[config.mk]
export PLATFORM = sky130hd
export DESIGN_NAME = wdt_guard
export DESIGN_NICKNAME = d
export VERILOG_FILES = /design/src/rtl/wdt_guard_pkg.sv /design/src/rtl/wdt_guard_regs.sv /design/src/rtl/wdt_guard_counter.sv /design/src/rtl/wdt_guard_alarm.sv /design/src/rtl/wdt_guard.sv
export SDC_FILE = /design/constraint.sdc
export NUM_CORES = 1
export LEC_CHECK = 0
export CORE_MARGIN = 2
export CORE_UTILIZATION = 25
export DETAILED_ROUTE_END_ITERATION = 7
export PLACE_DENSITY = 0.48
export SYNTH_ARGS = -nofsm -noshare
export SYNTH_HDL_FRONTEND = slang
export SYNTH_SLANG_ARGS = --single-unit
[constraint.sdc]
create_clock -name clk -period 5.8 [get_ports clk]
set_input_delay 0.87 -clock clk [delete_from_list [all_inputs] [get_ports clk]]
set_output_delay 0.87 -clock clk [all_outputs]
set_load 0.005 [all_outputs]
[src/rtl/wdt_guard_pkg.sv]
package wdt_guard_pkg;
    localparam int ADDR_W = 12;
    localparam int DATA_W = 32;

    localparam logic [ADDR_W-1:0] OFS_RELOAD = 12'h000;
    localparam logic [ADDR_W-1:0] OFS_COUNT  = 12'h004;
    localparam logic [ADDR_W-1:0] OFS_CTRL   = 12'h008;
    localparam logic [ADDR_W-1:0] OFS_ACK    = 12'h00C;
    localparam logic [ADDR_W-1:0] OFS_KEY    = 12'hC00;

    localparam logic [DATA_W-1:0] UNLOCK_KEY = 32'h1ACC_E551;

    typedef enum logic [1:0] {
        ALM_QUIET       = 2'd0,
        ALM_PENDING     = 2'd1,
        ALM_TRIPPED     = 2'd2,
        ALM_TRIPPED_CLR = 2'd3
    } alarm_state_t;
endpackage

[src/rtl/wdt_guard_regs.sv]
module wdt_guard_regs
    import wdt_guard_pkg::*;
#(
    parameter int CNT_W         = 32,
    parameter bit LOCK_AT_RESET = 1'b0
) (
    input  logic              clk,
    input  logic              rst_n,
    input  logic              bus_valid,
    input  logic              bus_write,
    input  logic [ADDR_W-1:0] bus_addr,
    input  logic [DATA_W-1:0] bus_wdata,
    input  logic [CNT_W-1:0]  cnt_val,
    output logic [DATA_W-1:0] bus_rdata,
    output logic [CNT_W-1:0]  reload_q,
    output logic              run_en,
    output logic              rst_en,
    output logic              load,
    output logic [CNT_W-1:0]  load_val,
    output logic              ack
);
    logic locked_q;
    logic wr_any, wr_key, wr_reload, wr_ctrl, wr_ack;

    assign wr_any    = bus_valid & bus_write;
    assign wr_key    = wr_any && (bus_addr == OFS_KEY);
    assign wr_reload = wr_any && !locked_q && (bus_addr == OFS_RELOAD);
    assign wr_ctrl   = wr_any && !locked_q && (bus_addr == OFS_CTRL);
    assign wr_ack    = wr_any && !locked_q && (bus_addr == OFS_ACK);

    always_ff @(posedge clk or negedge rst_n) begin
        if (!rst_n) begin
            locked_q <= LOCK_AT_RESET;
            reload_q <= '0;
            run_en   <= 1'b0;
            rst_en   <= 1'b0;
        end else begin
            if (wr_key)
                locked_q <= (bus_wdata != UNLOCK_KEY);
            if (wr_reload)
                reload_q <= bus_wdata[CNT_W-1:0];
            if (wr_ctrl) begin
                run_en <= bus_wdata[0];
                rst_en <= bus_wdata[1];
            end
        end
    end

    assign load     = wr_reload | wr_ack | (wr_ctrl & bus_wdata[0] & ~run_en);
    assign load_val = wr_reload ? bus_wdata[CNT_W-1:0] : reload_q;
    assign ack      = wr_ack;

    always_comb begin
        bus_rdata = '0;
        case (bus_addr)
            OFS_RELOAD: bus_rdata[CNT_W-1:0] = reload_q;
            OFS_COUNT:  bus_rdata[CNT_W-1:0] = cnt_val;
            OFS_CTRL:   bus_rdata[1:0]       = {rst_en, run_en};
            OFS_KEY:    bus_rdata[0]         = locked_q;
            default:    bus_rdata            = '0;
        endcase
    end

    // a locked write to any guarded offset leaves the configuration untouched
    p_locked_hold_r3: assert property (@(posedge clk) disable iff (!rst_n)
        (locked_q && wr_any && bus_addr != OFS_KEY)
            |=> ($stable(reload_q) && $stable(run_en) && $stable(rst_en)));
endmodule

[src/rtl/wdt_guard_counter.sv]
module wdt_guard_counter #(
    parameter int CNT_W = 32
) (
    input  logic             clk,
    input  logic             rst_n,
    input  logic             tick,
    input  logic             run_en,
    input  logic             load,
    input  logic [CNT_W-1:0] load_val,
    input  logic [CNT_W-1:0] reload_val,
    output logic [CNT_W-1:0] cnt_q,
    output logic             expire
);
    localparam logic [CNT_W-1:0] ONE = CNT_W'(1);

    // The count at 1, or at 0 for a zero reload, is the last tick before expiry.
    assign expire = run_en && tick && !load && (cnt_q[CNT_W-1:1] == '0);

    always_ff @(posedge clk or negedge rst_n) begin
        if (!rst_n)
            cnt_q <= '0;
        else if (load)
            cnt_q <= load_val;
        else if (run_en && tick) begin
            if (expire)
                cnt_q <= reload_val;
            else
                cnt_q <= cnt_q - ONE;
        end
    end

    // no run and no load -> the count holds
    p_hold_idle_r5: assert property (@(posedge clk) disable iff (!rst_n)
        (!run_en && !load) |=> $stable(cnt_q));

    // an ordinary tick moves the count down by exactly one
    p_step_down_r5: assert property (@(posedge clk) disable iff (!rst_n)
        (run_en && tick && !load && !expire) |=> (cnt_q == $past(cnt_q) - ONE));

    // expiry restarts from the reload value
    p_reload_expire_r6: assert property (@(posedge clk) disable iff (!rst_n)
        expire |=> (cnt_q == $past(reload_val)));
endmodule

[src/rtl/wdt_guard_alarm.sv]
module wdt_guard_alarm
    import wdt_guard_pkg::*;
(
    input  logic clk,
    input  logic rst_n,
    input  logic expire,
    input  logic ack,
    input  logic rst_en,
    output logic flag,
    output logic sys_rst
);
    alarm_state_t state_q, state_d;

    always_ff @(posedge clk or negedge rst_n) begin
        if (!rst_n)
            state_q <= ALM_QUIET;
        else
            state_q <= state_d;
    end

    always_comb begin
        state_d = state_q;
        unique case (state_q)
            ALM_QUIET:
                if (expire) state_d = ALM_PENDING;
            ALM_PENDING:
                if (ack) state_d = ALM_QUIET;
                else if (expire && rst_en) state_d = ALM_TRIPPED;
            ALM_TRIPPED:
                if (ack) state_d = ALM_TRIPPED_CLR;
            ALM_TRIPPED_CLR:
                if (expire) state_d = ALM_TRIPPED;
        endcase
    end

    always_comb begin
        flag    = (state_q == ALM_PENDING) || (state_q == ALM_TRIPPED);
        sys_rst = (state_q == ALM_TRIPPED) || (state_q == ALM_TRIPPED_CLR);
    end

    // the reset request never drops until rst_n
    p_rst_sticky_r8: assert property (@(posedge clk) disable iff (!rst_n)
        sys_rst |=> sys_rst);

    // reset rises only on an expiry that finds the interrupt pending with reset enabled
    p_rst_cause_r8: assert property (@(posedge clk) disable iff (!rst_n)
        (!sys_rst && !(expire && flag && rst_en)) |=> !sys_rst);

    // acknowledge clears the pending interrupt
    p_ack_clears_r9: assert property (@(posedge clk) disable iff (!rst_n)
        ack |=> !flag);

    // expiry leaves the interrupt pending
    p_expire_sets_r6: assert property (@(posedge clk) disable iff (!rst_n)
        expire |=> flag);
endmodule

[src/rtl/wdt_guard.sv]
module wdt_guard
    import wdt_guard_pkg::*;
#(
    parameter int CNT_W         = 32,
    parameter bit LOCK_AT_RESET = 1'b0
) (
    input  logic              clk,
    input  logic              rst_n,
    input  logic              tick,
    input  logic              bus_valid,
    input  logic              bus_write,
    input  logic [ADDR_W-1:0] bus_addr,
    input  logic [DATA_W-1:0] bus_wdata,
    output logic [DATA_W-1:0] bus_rdata,
    output logic              irq,
    output logic              sys_rst_req
);
    logic [CNT_W-1:0] reload_q, load_val, cnt_q;
    logic             run_en, rst_en, load, ack, expire, flag;

    wdt_guard_regs #(.CNT_W(CNT_W), .LOCK_AT_RESET(LOCK_AT_RESET)) u_regs (
        .clk       (clk),
        .rst_n     (rst_n),
        .bus_valid (bus_valid),
        .bus_write (bus_write),
        .bus_addr  (bus_addr),
        .bus_wdata (bus_wdata),
        .cnt_val   (cnt_q),
        .bus_rdata (bus_rdata),
        .reload_q  (reload_q),
        .run_en    (run_en),
        .rst_en    (rst_en),
        .load      (load),
        .load_val  (load_val),
        .ack       (ack)
    );

    wdt_guard_counter #(.CNT_W(CNT_W)) u_cnt (
        .clk        (clk),
        .rst_n      (rst_n),
        .tick       (tick),
        .run_en     (run_en),
        .load       (load),
        .load_val   (load_val),
        .reload_val (reload_q),
        .cnt_q      (cnt_q),
        .expire     (expire)
    );

    wdt_guard_alarm u_alarm (
        .clk     (clk),
        .rst_n   (rst_n),
        .expire  (expire),
        .ack     (ack),
        .rst_en  (rst_en),
        .flag    (flag),
        .sys_rst (sys_rst_req)
    );

    assign irq = flag & run_en;

    // with run off no interrupt is visible
    p_irq_masked_r7: assert property (@(posedge clk) disable iff (!rst_n)
        !run_en |-> !irq);
endmodule

==> reports/results.ini <==
[clock_network]
cts_setup_buffers=0
clk_path_buf_depth=2
clk_latency_ns=0.34
cts.sinks=69
cts_root_buffer=clkbuf_16
cts.reportedPaths.clkPinSlew_ns=0.06
cts_hold_buffers=0
cts_resized=0
cts_inserted_buffers=9
cts_tree=done
htree_num_levels=3

[logic_synthesis]
yosysTopAreaCell=dfrtp_1
synth_edf_count=0
synth-seq-cells=69
syn_avg_cell_area_um2=9.144
netlist_area_um2=4453
async_flop_share=1.000
ys.flop_type=dfrtp_1
mappedNetlistNets=542
syn_inst=487
synth_top_area_frac=0.3877
synthTopCellsByArea=dfrtp_1, mux2_2, a22o_1, a21oi_1, and3_1
ys_types=50
yosysSeqAreaShare=0.3877
yosysWarnings=0

[timing]
max_slew_margin=0.2676
finalCritPeriodShare=0.8403
hold_viol_final=0
slew_violations=0
tightest_slew_ns=1.090
skew_ns=0.007403
rsz0062_at_grt=false
max_clock_freq_mhz=205.2
fin_crit_ns=4.874
report.final.setup_viol=0
finalSetupTns_ns=0

[min_path]
hp-class=register to register
hp-start=u_regs.locked_q
hold_path_end=u_regs.locked_q
holdPathStages=1

[route]
totalWireLength_um=15010
drtIter0Drc=308
drc=0
vias=4162
viasPerCell=5.282
ant_nets=0
firstDrtPassIters=4
avgRoutedWirePerCell_um=19.04

[layout]
antenna_cells=0
utilization=0.3336
drive_gt1_frac=0.1172
nets=613
layout.cells.non_filler=788
syn_to_final_growth_pct=30.01

[power_and_ir_drop]
total_power_mw=1.222
p_per_area_nw_per_um2=211.0
power.leakage_nw=2.611
ir_drop_mv=0.1422

[worst_setup_path]
start_kind=input pin
slowest_delay_ns=0.60
critPathKind=input pin to output pin
critPathSlowestCell=or4_4
worstPathArrival_ns=4.00
r2r_cells=7
r2r-start=u_cnt.cnt_q[16]
critPathCaptureType=output pin
cp.required_ns=4.93
reg2reg_slack_ns=2.81
path_cells=clkdlybuf4s50_1, or4_4, or3_1, nor2_2, buf_4, a22o_1, clkdlybuf4s50_1
crit_top_cell=clkdlybuf4s50_1
r2r_end=u_cnt.cnt_q[7]
path_max_fanout=18

[placed_design]
port_buffers=82
hpwl_um=10820
dp_cells=772
place_congestion=0.7847

[floorplan]
io-pin-count=83
start_util=0.2566
fp.dieH_um=137.5
num_rows=48
die_w_um=137.5
core-area_um2=17360
die-area_um2=18900

[global_route]
antenna_found_initial=0
grt_usage=0.1655
grtUsageMet2=0.2562
grt_max_degree=70
grt-busiest-layer=met2
grt_overflow_total=0
first_global_vias=4217
grt_pass1_wl_um=23900
use_met3=0.02686
use_met1=0.2313

[status]
status=completed

[flow_run]
maxCapViolCount=0

[report_power, final]
part / switching (mW) / total (mW) / internal [mW]
clock: 0.215 / 0.547 / 0.332
combinational: 0.0835 / 0.173 / 0.0895
sequential: 0.0107 / 0.502 / 0.491
total: 0.310 / 1.22 / 0.912
[metrics by stage]
stage,setup WS (ns),hold slack [ns],instance area [µm²]
global placement,0.9890,0.5177,5497
finish,0.9263,0.5348,5789
CTS,0.9434,0.5400,5789
detailed placement,0.9465,0.5342,5497
floorplan,2.286,0.4883,4453
global route,0.8393,0.5706,5789
[layer usage]
layer	wire, µm	share of wire	vias up
li1	-	-	1986
met1	7097	0.47	2016
met2	6741	0.45	141
met3	864	0.058	19
met4	303	0.020	0
met5	0	0	-
[synth_stat cells, types with 3 or more instances]
cell type,count
clkbuf_1,23
mux2_2,27
nand2_1,23
or4_1,6
mux2_1,11
or3_1,10
xor2_1,15
o21ai_0,23
nor2_1,35
xnor2_1,3
inv_1,4
nand4_1,8
o211ai_1,7
dfrtp_1,69
nor2b_1,4
a22oi_1,3
nor4_1,15
nand3b_1,3
and3_1,21
a21oi_1,32
ha_1,6
a22o_1,30
nand3_1,21
nor3_1,18
nor4bb_1,3
o21ai_1,23
and4_1,3
or2_2,3
and2_1,4
a31oi_1,3
buf_2,6
[kinds of logic (layout without fill, tap and decap cells)]
logic type,after synthesis,count (layout),synth area share
simple gates,187,187,0.2369
buf+inv,36,112,0.03540
xor+xnor,18,18,0.03541
mux,39,39,0.09834
compound gates,132,132,0.1894
flops,69,69,0.3878
fa+ha+maj,6,6,0.01686
[layout by cell type, fill, tap and decap left out, types with 3 or more instances in the layout]
| master | instances |
|---|---|
| a21oi_1 | 32 |
| a22o_1 | 30 |
| a22oi_1 | 3 |
| a31oi_1 | 3 |
| and2_1 | 4 |
| and3_1 | 21 |
| and4_1 | 3 |
| buf_4 | 10 |
| clkbuf_16 | 9 |
| clkdlybuf4s50_1 | 81 |
| dfrtp_1 | 69 |
| ha_1 | 6 |
| inv_1 | 4 |
| mux2_1 | 11 |
| mux2_2 | 27 |
| nand2_1 | 23 |
| nand3_1 | 21 |
| nand3b_1 | 3 |
| nand4_1 | 8 |
| nor2_1 | 34 |
| nor2b_1 | 4 |
| nor3_1 | 17 |
| nor4_1 | 14 |
| nor4bb_1 | 3 |
| o211ai_1 | 7 |
| o21ai_0 | 23 |
| o21ai_1 | 23 |
| or2_2 | 3 |
| or3_1 | 10 |
| or4_1 | 6 |
| xnor2_1 | 3 |
| xor2_1 | 15 |
[flip-flops by register name (all words and copies together), names as in the netlist]
register and cells:
u_regs.locked_q 1, u_cnt.cnt_q 32, u_alarm.state_q 2, u_regs.rst_en 1, u_regs.run_en 1, u_regs.reload_q 32
[cell type report]
class / count / area [µm²]
inverter: 4 / 15.01
sequential: 69 / 1727
clock inverter: 6 / 63.81
multi-input combinational: 382 / 2582
clock buffer: 10 / 229.0
fill: 1782 / 11570
timing repair buffer: 92 / 890.9
tap: 225 / 281.5
[how the worst max path moves through the flow]
stage	start	endpoint	slack, ns	depth (start not counted)
finish	bus_addr[1]	bus_rdata[29]	0.93	7
global route	bus_addr[1]	bus_rdata[22]	0.84	7
CTS	bus_addr[1]	bus_rdata[29]	0.94	7
detailed placement	bus_addr[1]	bus_rdata[29]	0.95	7
global placement	bus_addr[1]	bus_rdata[29]	0.99	7
floorplan	bus_addr[1]	bus_rdata[11]	2.29	5
[critical path: cells and delay by family]
kind                   cells  cell delay [ns]
AND/OR/NAND/NOR            3             1.64
AO/OA/AOI/OAI              1             0.20
buffers and inverters      3             1.29
No activity file was read; power rests on OpenSTA's default activity.
